`config.mk`:
```
export PLATFORM = sky130hd
export DESIGN_NAME = nww_write_widener
export DESIGN_NICKNAME = d
export VERILOG_FILES = /design/src/rtl/nww_pkg.sv /design/src/rtl/nww_beat_ctrl.sv /design/src/rtl/nww_lane_hold.sv /design/src/rtl/nww_lane_steer.sv /design/src/rtl/nww_write_widener.sv
export SDC_FILE = /design/constraint.sdc
export NUM_CORES = 2
export LEC_CHECK = 0
export BUFFER_PORTS_ARGS = -buffer_cell sky130_fd_sc_hd__buf_2
export CAP_MARGIN = 20
export CORE_AREA = 2 2 382 384
export CTS_CLUSTER_SIZE = 16
export DETAILED_ROUTE_END_ITERATION = 8
export DIE_AREA = 0 0 384 386
export PLACE_DENSITY = 0.42
export SYNTH_ARGS = -nofsm -noshare
export SYNTH_HDL_FRONTEND = slang
export SYNTH_HIERARCHICAL = 1
export SYNTH_SLANG_ARGS = --single-unit
```
`constraint.sdc`:
```
create_clock -name clk -period 13.1 [get_ports clk]
set_input_delay 2.62 -clock clk [delete_from_list [all_inputs] [get_ports clk]]
set_output_delay 2.62 -clock clk [all_outputs]
set_load 0.005 [all_outputs]
```
`src/rtl/nww_pkg.sv`:
```
package nww_pkg;

    // What the adapter does with the master beat presented this cycle
    typedef enum logic [1:0] {
        ACT_NONE = 2'd0,  // no master request
        ACT_HOLD = 2'd1,  // park the beat, no slave write
        ACT_EMIT = 2'd2   // present a slave write
    } beat_act_e;

endpackage

```
`src/rtl/nww_beat_ctrl.sv`:
```
module nww_beat_ctrl
    import nww_pkg::*;
#(
    parameter int ADDR_W   = 64,
    parameter int SADDR_W  = 30,
    parameter int BURST_W  = 8,
    parameter int LANE_LSB = 5,
    parameter int LANE_W   = 1
) (
    input  logic               clk,
    input  logic               rst_n,
    input  logic               pack_mode,
    input  logic [ADDR_W-1:0]  m_addr,
    input  logic [BURST_W-1:0] m_burst,
    input  logic               m_write,
    input  logic               accept,
    output beat_act_e          act,
    output logic               pk,
    output logic [LANE_W-1:0]  lane,
    output logic [SADDR_W-1:0] beat_word,
    output logic [SADDR_W-1:0] start_word,
    output logic [BURST_W-1:0] wide_burst
);

    localparam int NB       = 1 << LANE_LSB;
    localparam int RATIO    = 1 << LANE_W;
    localparam int WORD_LSB = LANE_LSB + LANE_W;
    localparam int SUM_W    = BURST_W + LANE_W + 1;

    typedef struct packed {
        logic               busy;
        logic               pk;
        logic [BURST_W-1:0] left;
        logic [BURST_W-1:0] wburst;
        logic [ADDR_W-1:0]  eff;
        logic [ADDR_W-1:0]  start;
    } ctl_t;

    ctl_t ctl_q, ctl_d;

    logic               first;
    logic [ADDR_W-1:0]  beat_addr;
    logic [ADDR_W-1:0]  start_addr;
    logic [BURST_W-1:0] cur_left;
    logic [LANE_W-1:0]  lane0;
    logic [SUM_W-1:0]   span;

    always_comb begin
        first      = !ctl_q.busy;
        beat_addr  = first ? m_addr    : ctl_q.eff;
        start_addr = first ? m_addr    : ctl_q.start;
        cur_left   = first ? m_burst   : ctl_q.left;
        pk         = first ? pack_mode : ctl_q.pk;
        lane       = beat_addr[LANE_LSB +: LANE_W];
        lane0      = start_addr[LANE_LSB +: LANE_W];
        beat_word  = beat_addr[WORD_LSB +: SADDR_W];
        start_word = start_addr[WORD_LSB +: SADDR_W];
        span       = SUM_W'(m_burst) + SUM_W'(lane0) + SUM_W'(RATIO - 1);
        wide_burst = first ? BURST_W'(span >> LANE_W) : ctl_q.wburst;

        if (!m_write)
            act = ACT_NONE;
        else if (pk && (lane != {LANE_W{1'b1}}) && (cur_left > BURST_W'(1)))
            act = ACT_HOLD;
        else
            act = ACT_EMIT;

        ctl_d = ctl_q;
        if (accept) begin
            if (cur_left <= BURST_W'(1)) begin
                ctl_d.busy = 1'b0;
            end else begin
                ctl_d.busy   = 1'b1;
                ctl_d.left   = cur_left - BURST_W'(1);
                ctl_d.eff    = beat_addr + ADDR_W'(NB);
                ctl_d.pk     = pk;
                ctl_d.start  = start_addr;
                ctl_d.wburst = wide_burst;
            end
        end
    end

    always_ff @(posedge clk) begin
        if (!rst_n) ctl_q <= '0;
        else        ctl_q <= ctl_d;
    end

    // a stalled beat leaves the burst state untouched
    a_r10_stall_keeps_state: assert property (@(posedge clk) disable iff (!rst_n)
        (m_write && !accept) |=> $stable(ctl_q));

    // the beat after an accepted non-final beat sits one lane further on
    a_r4_lane_steps: assert property (@(posedge clk) disable iff (!rst_n)
        (accept && cur_left > BURST_W'(1)) |=> (lane == $past(lane) + LANE_W'(1)));

    // the wide burst count stays fixed for the rest of the burst
    a_r9_burst_steady: assert property (@(posedge clk) disable iff (!rst_n)
        (accept && cur_left > BURST_W'(1)) |=> (wide_burst == $past(wide_burst)));

endmodule

```
`src/rtl/nww_lane_hold.sv`:
```
module nww_lane_hold #(
    parameter int NW     = 256,
    parameter int LANE_W = 1
) (
    input  logic                          clk,
    input  logic                          rst_n,
    input  logic                          load,
    input  logic                          clear,
    input  logic [LANE_W-1:0]             lane,
    input  logic [NW-1:0]                 cur_data,
    input  logic [NW/8-1:0]               cur_be,
    output logic [(1<<LANE_W)-1:0][NW-1:0]   held_data,
    output logic [(1<<LANE_W)-1:0][NW/8-1:0] held_be,
    output logic [(1<<LANE_W)-1:0]        held_vld
);

    localparam int RATIO = 1 << LANE_W;
    localparam int NB    = NW / 8;

    typedef struct packed {
        logic [RATIO-1:0]         vld;
        logic [RATIO-1:0][NB-1:0] be;
        logic [RATIO-1:0][NW-1:0] data;
    } hold_t;

    hold_t hold_q, hold_d;

    always_comb begin
        hold_d = hold_q;
        if (clear) hold_d.vld = '0;
        if (load) begin
            hold_d.data[lane] = cur_data;
            hold_d.be[lane]   = cur_be;
            hold_d.vld[lane]  = 1'b1;
        end
        held_data = hold_q.data;
        held_be   = hold_q.be;
        held_vld  = hold_q.vld;
    end

    always_ff @(posedge clk) begin
        if (!rst_n) hold_q <= '0;
        else        hold_q <= hold_d;
    end

    // a parked beat never lands on a slot that is still occupied
    a_r6_slot_free: assert property (@(posedge clk) disable iff (!rst_n)
        load |-> !hold_q.vld[lane]);

    // one beat is either parked or emitted, never both
    a_r7_load_or_clear: assert property (@(posedge clk) disable iff (!rst_n)
        !(load && clear));

endmodule

```
`src/rtl/nww_lane_steer.sv`:
```
module nww_lane_steer #(
    parameter int NW     = 256,
    parameter int LANE_W = 1
) (
    input  logic                             clk,
    input  logic                             rst_n,
    input  logic                             pk,
    input  logic [LANE_W-1:0]                lane,
    input  logic [NW-1:0]                    cur_data,
    input  logic [NW/8-1:0]                  cur_be,
    input  logic [(1<<LANE_W)-1:0][NW-1:0]   held_data,
    input  logic [(1<<LANE_W)-1:0][NW/8-1:0] held_be,
    input  logic [(1<<LANE_W)-1:0]           held_vld,
    output logic [(NW<<LANE_W)-1:0]          wide_data,
    output logic [(NW<<LANE_W)/8-1:0]        wide_be
);

    localparam int RATIO = 1 << LANE_W;
    localparam int NB    = NW / 8;

    logic [RATIO-1:0] lane_on;

    for (genvar i = 0; i < RATIO; i++) begin : g_lane
        logic hit;
        logic use_held;
        assign hit      = (lane == LANE_W'(i));
        assign use_held = pk && held_vld[i];
        assign wide_data[i*NW +: NW] = hit ? cur_data : (use_held ? held_data[i] : '0);
        assign wide_be[i*NB +: NB]   = hit ? cur_be   : (use_held ? held_be[i]   : '0);
        assign lane_on[i]            = |wide_be[i*NB +: NB];
    end

    // without packing at most one half carries enables
    a_r3_one_lane: assert property (@(posedge clk) disable iff (!rst_n)
        !pk |-> ($countones(lane_on) <= 1));

endmodule

```
`src/rtl/nww_write_widener.sv`:
```
module nww_write_widener
    import nww_pkg::*;
#(
    parameter int NARROW_W = 256,
    parameter int WIDE_W   = 512,
    parameter int ADDR_W   = 64,
    parameter int SADDR_W  = 30,
    parameter int BURST_W  = 8
) (
    input  logic                  clk,
    input  logic                  rst_n,
    input  logic                  pack_mode,
    input  logic [ADDR_W-1:0]     m_addr,
    input  logic [NARROW_W-1:0]   m_wdata,
    input  logic [NARROW_W/8-1:0] m_be,
    input  logic [BURST_W-1:0]    m_burst,
    input  logic                  m_write,
    output logic                  m_wait,
    output logic [SADDR_W-1:0]    s_addr,
    output logic [WIDE_W-1:0]     s_wdata,
    output logic [WIDE_W/8-1:0]   s_be,
    output logic [BURST_W-1:0]    s_burst,
    output logic                  s_write,
    input  logic                  s_wait
);

    localparam int NB       = NARROW_W / 8;
    localparam int RATIO    = WIDE_W / NARROW_W;
    localparam int LANE_LSB = $clog2(NB);
    localparam int LANE_W   = $clog2(RATIO);

    beat_act_e          act;
    logic               pk;
    logic [LANE_W-1:0]  lane;
    logic [SADDR_W-1:0] beat_word;
    logic [SADDR_W-1:0] start_word;
    logic [BURST_W-1:0] wide_burst;
    logic               accept;
    logic               hold_beat;
    logic               emit_beat;

    logic [RATIO-1:0][NARROW_W-1:0] held_data;
    logic [RATIO-1:0][NB-1:0]       held_be;
    logic [RATIO-1:0]               held_vld;

    always_comb begin
        hold_beat = (act == ACT_HOLD);
        emit_beat = (act == ACT_EMIT);
        m_wait    = hold_beat ? 1'b0 : s_wait;
        accept    = m_write && !m_wait;
        s_write   = emit_beat;
        s_addr    = pk ? start_word : beat_word;
        s_burst   = pk ? wide_burst : BURST_W'(1);
    end

    nww_beat_ctrl #(
        .ADDR_W  (ADDR_W),
        .SADDR_W (SADDR_W),
        .BURST_W (BURST_W),
        .LANE_LSB(LANE_LSB),
        .LANE_W  (LANE_W)
    ) u_ctrl (
        .clk       (clk),
        .rst_n     (rst_n),
        .pack_mode (pack_mode),
        .m_addr    (m_addr),
        .m_burst   (m_burst),
        .m_write   (m_write),
        .accept    (accept),
        .act       (act),
        .pk        (pk),
        .lane      (lane),
        .beat_word (beat_word),
        .start_word(start_word),
        .wide_burst(wide_burst)
    );

    nww_lane_hold #(
        .NW    (NARROW_W),
        .LANE_W(LANE_W)
    ) u_hold (
        .clk      (clk),
        .rst_n    (rst_n),
        .load     (accept && hold_beat),
        .clear    (accept && emit_beat),
        .lane     (lane),
        .cur_data (m_wdata),
        .cur_be   (m_be),
        .held_data(held_data),
        .held_be  (held_be),
        .held_vld (held_vld)
    );

    nww_lane_steer #(
        .NW    (NARROW_W),
        .LANE_W(LANE_W)
    ) u_steer (
        .clk      (clk),
        .rst_n    (rst_n),
        .pk       (pk),
        .lane     (lane),
        .cur_data (m_wdata),
        .cur_be   (m_be),
        .held_data(held_data),
        .held_be  (held_be),
        .held_vld (held_vld),
        .wide_data(s_wdata),
        .wide_be  (s_be)
    );

    // no slave write without a master request
    a_r1_quiet_slave: assert property (@(posedge clk) disable iff (!rst_n)
        !m_write |-> !s_write);

    // a presented slave write passes the slave stall straight back
    a_r10_wait_passes: assert property (@(posedge clk) disable iff (!rst_n)
        s_write |-> (m_wait == s_wait));

    // a beat that is parked is never stalled
    a_r6_park_no_wait: assert property (@(posedge clk) disable iff (!rst_n)
        (m_write && !s_write) |-> !m_wait);

    // every slave write carries a non-zero burst length
    a_r9_burst_nonzero: assert property (@(posedge clk) disable iff (!rst_n)
        s_write |-> (s_burst != '0));

endmodule

```
==> metrics <==
status=complete, no violations; maximum clock frequency=123 MHz; post-synthesis xor/xnor area fraction=0.00469; vias in the first global route=32800; initial drt markers=1982; Synth area leaders=dfxtp_1, nand2_1, mux2i_1; Setup Viol. Count Final=0; Yosys warnings=6; Clock Sinks=658; GRT overflow=0; wire per inst=19.2 um; Port Buf Inserts=947; worst path required time=10.48 ns; final wirelength=145000 um; Core Footprint=145000 um2; post-synthesis cell count=4920; Pwr Total=5.42 mW; crit end category=output pin; Mapped Avg Cell Area=7.59 um2; Initial Utilization=0.259; sequential-to-total area share from yosys stat=0.353; Mapped Nets=5289; largest net degree at the start of global routing=252; Synth Flop Type=dfxtp_1; adder-cell share of the synthesized area=0.00134; Synth cell types=76; CTS HTree Levels=3; CTS-repair resized insts=0; hold path cells=2; worst rel slew slack=0.258; first-pass GRT wire length=210000 um; Min-Delay Path Class=reg -> reg; PD cells=120 nW/um2; gpl congestion=0.802; Pre-antenna DRT Iters=7; DR vias=35300; biggest area consumer among synthesized cells=dfxtp_1; Final Hold Fails=0; CP Class=in -> out; Worst Setup Start Kind=primary input; Register-to-Register Path Depth=13; Clock Latency Late Sink=0.69 ns; Data arrival, critical path=5.52 ns; P_leak=17.9 nW; Synth Area in Simple Gates=0.232; Worst VDD drop=0.0989 mV; Area growth syn-to-layout=21.1%; Die Footprint=148000 um2; Seq cells post-synth=658; RSZ-0062 raised after global routing=false; Post-CTS Setup Repair Bufs=0; post-route ant nets=0; Reg clk slew, reported paths=0.05 ns; total track usage=0.184; IO Pins=981; Multi-input gate area=20300 um2; top post-synthesis cells by count=nand2_1, dfxtp_1, mux2i_1; Tcrit/Tclk final=0.621; cell with the most instances after synthesis=nand2_1; setup tns final=0 ns; number of synthesized flops with an enable pin=0; Async SR Flop Fraction=0; Seq. cell area=13200 um2; HPWL after detailed placement=96300 um; CP Max Fanout=114; mux contribution to synthesized area=0.176; Fill cells=15800; Root Driver=clkbuf_16; share of the synthesized area in the top cell type=0.353; TritonCTS Buffers=86; layout cells sized above 1=0.228; Slew @ Worst Pin=1.11 ns; Tmin final=8.14 ns; synthesized cell area=37400 um2; Slew Limit Fails=0; CTS Buffer Depth=3; nets=5897; Die H=386 um; DRC viols=0; Final Skew=0.0325 ns; via/cell ratio=4.69; post-synthesis compound-gate area fraction=0.129; CTS tree=done; combinational family with the most area after synthesis=simple AND/OR/NAND/NOR gates; Horiz. Die Dim=384 um; CTS Hold Bufs=0; initial antenna violation count=55; row count=140; max_cap viols=0
[worst paths after layout]
check,startpoint,to,slack (ns)
worst max-delay path,pack_mode,s_wdata[105],4.96
worst max register to register,u_ctrl/ctl_q[145]$_SDFFE_PN0P_,flop,7.81
worst min register to register,u_ctrl/ctl_q[29]$_SDFFE_PN0P_,u_ctrl/ctl_q[29]$_SDFFE_PN0P_,0.45
worst min-delay path,u_ctrl/ctl_q[29]$_SDFFE_PN0P_,u_ctrl/ctl_q[29]$_SDFFE_PN0P_,0.45
[report_power, final]
part | internal, mW | switching [mW]
Clock | 1.51 | 1.00
Combinational | 0.302 | 0.545
Sequential | 2.04 | 0.0259
[worst max-delay path: stages]
cell and delay, ns:
buf_2 0.10, mux2i_1 0.50, inv_8 0.31, nand2_8 0.58, buf_12 0.38, o22ai_1 0.32
buf_2 0.22
[routing by layer]
| layer | share of wire | vias to the layer above | GRT usage |
|---|---|---|---|
| met5 | 0.0015 | - | 0 |
| met4 | 0.039 | 34 | 0.0725 |
| met3 | 0.075 | 275 | 0.0575 |
| met2 | 0.46 | 888 | 0.294 |
| met1 | 0.43 | 16400 | 0.228 |
| li1 | - | 17700 | - |
[layout make-up]
cell class | instances | area share
multi-input cells | 3493 | 0.449
well taps | 1917 | 0.0530
clock buffers | 122 | 0.0543
clock inverters | 34 | 0.0111
repair buffers | 988 | 0.116
diodes | 15 | 0.000830
flip-flops and latches | 658 | 0.291
inverters | 301 | 0.0251
[stage by stage]
step / utilization / instance area (um2) / hold WS, ns / cells / setup slack, ns
after floorplan: - / 37400 / 0.433 / 4920 / 6.25
after global placement: 0.292 / 42200 / 0.438 / 7356 / 4.88
after detailed placement: 0.292 / 42200 / 0.443 / 7356 / 4.88
after CTS: 0.313 / 45200 / 0.453 / 7512 / 4.86
after global routing: 0.313 / 45200 / 0.464 / 7521 / 4.79
final: 0.313 / 45200 / 0.453 / 7528 / 4.96
[logic make-up (layout without fill, tap and decap cells)]
group,count (synthesis),after routing
AO/OA/AOI/OAI,741,741
XOR/XNOR,20,20
flip-flops,658,658
buffers and inverters,769,1445
other,0,15
multiplexers,641,641
adder cells (fa/ha/maj),4,4
AND/OR/NAND/NOR,2087,2087
[cells in the final DEF (no fill, tap or decap), drive strengths merged, types with 4 or more instances in the layout]
cell and instances:
nand2 1610, buf 988, dfxtp 658, mux2i 584, nand3 338, inv 306
o21ai 302, o22ai 288, clkbuf 122, a21oi 71, mux2 57, nor2 20
nand3b 20, nand4 16, diode 15, and2 15, clkinv 15, nand2b 14
a22oi 13, a21o 13, xnor2 12, nor2b 11, bufinv 10, or3 9
xor2 8, nor3 7, o2111ai 7, o311ai 7, a211oi 5, clkinvlp 4
a31oi 4, ha 4, a2111oi 4, nand4b 4
(Power assumes the default switching activity.)
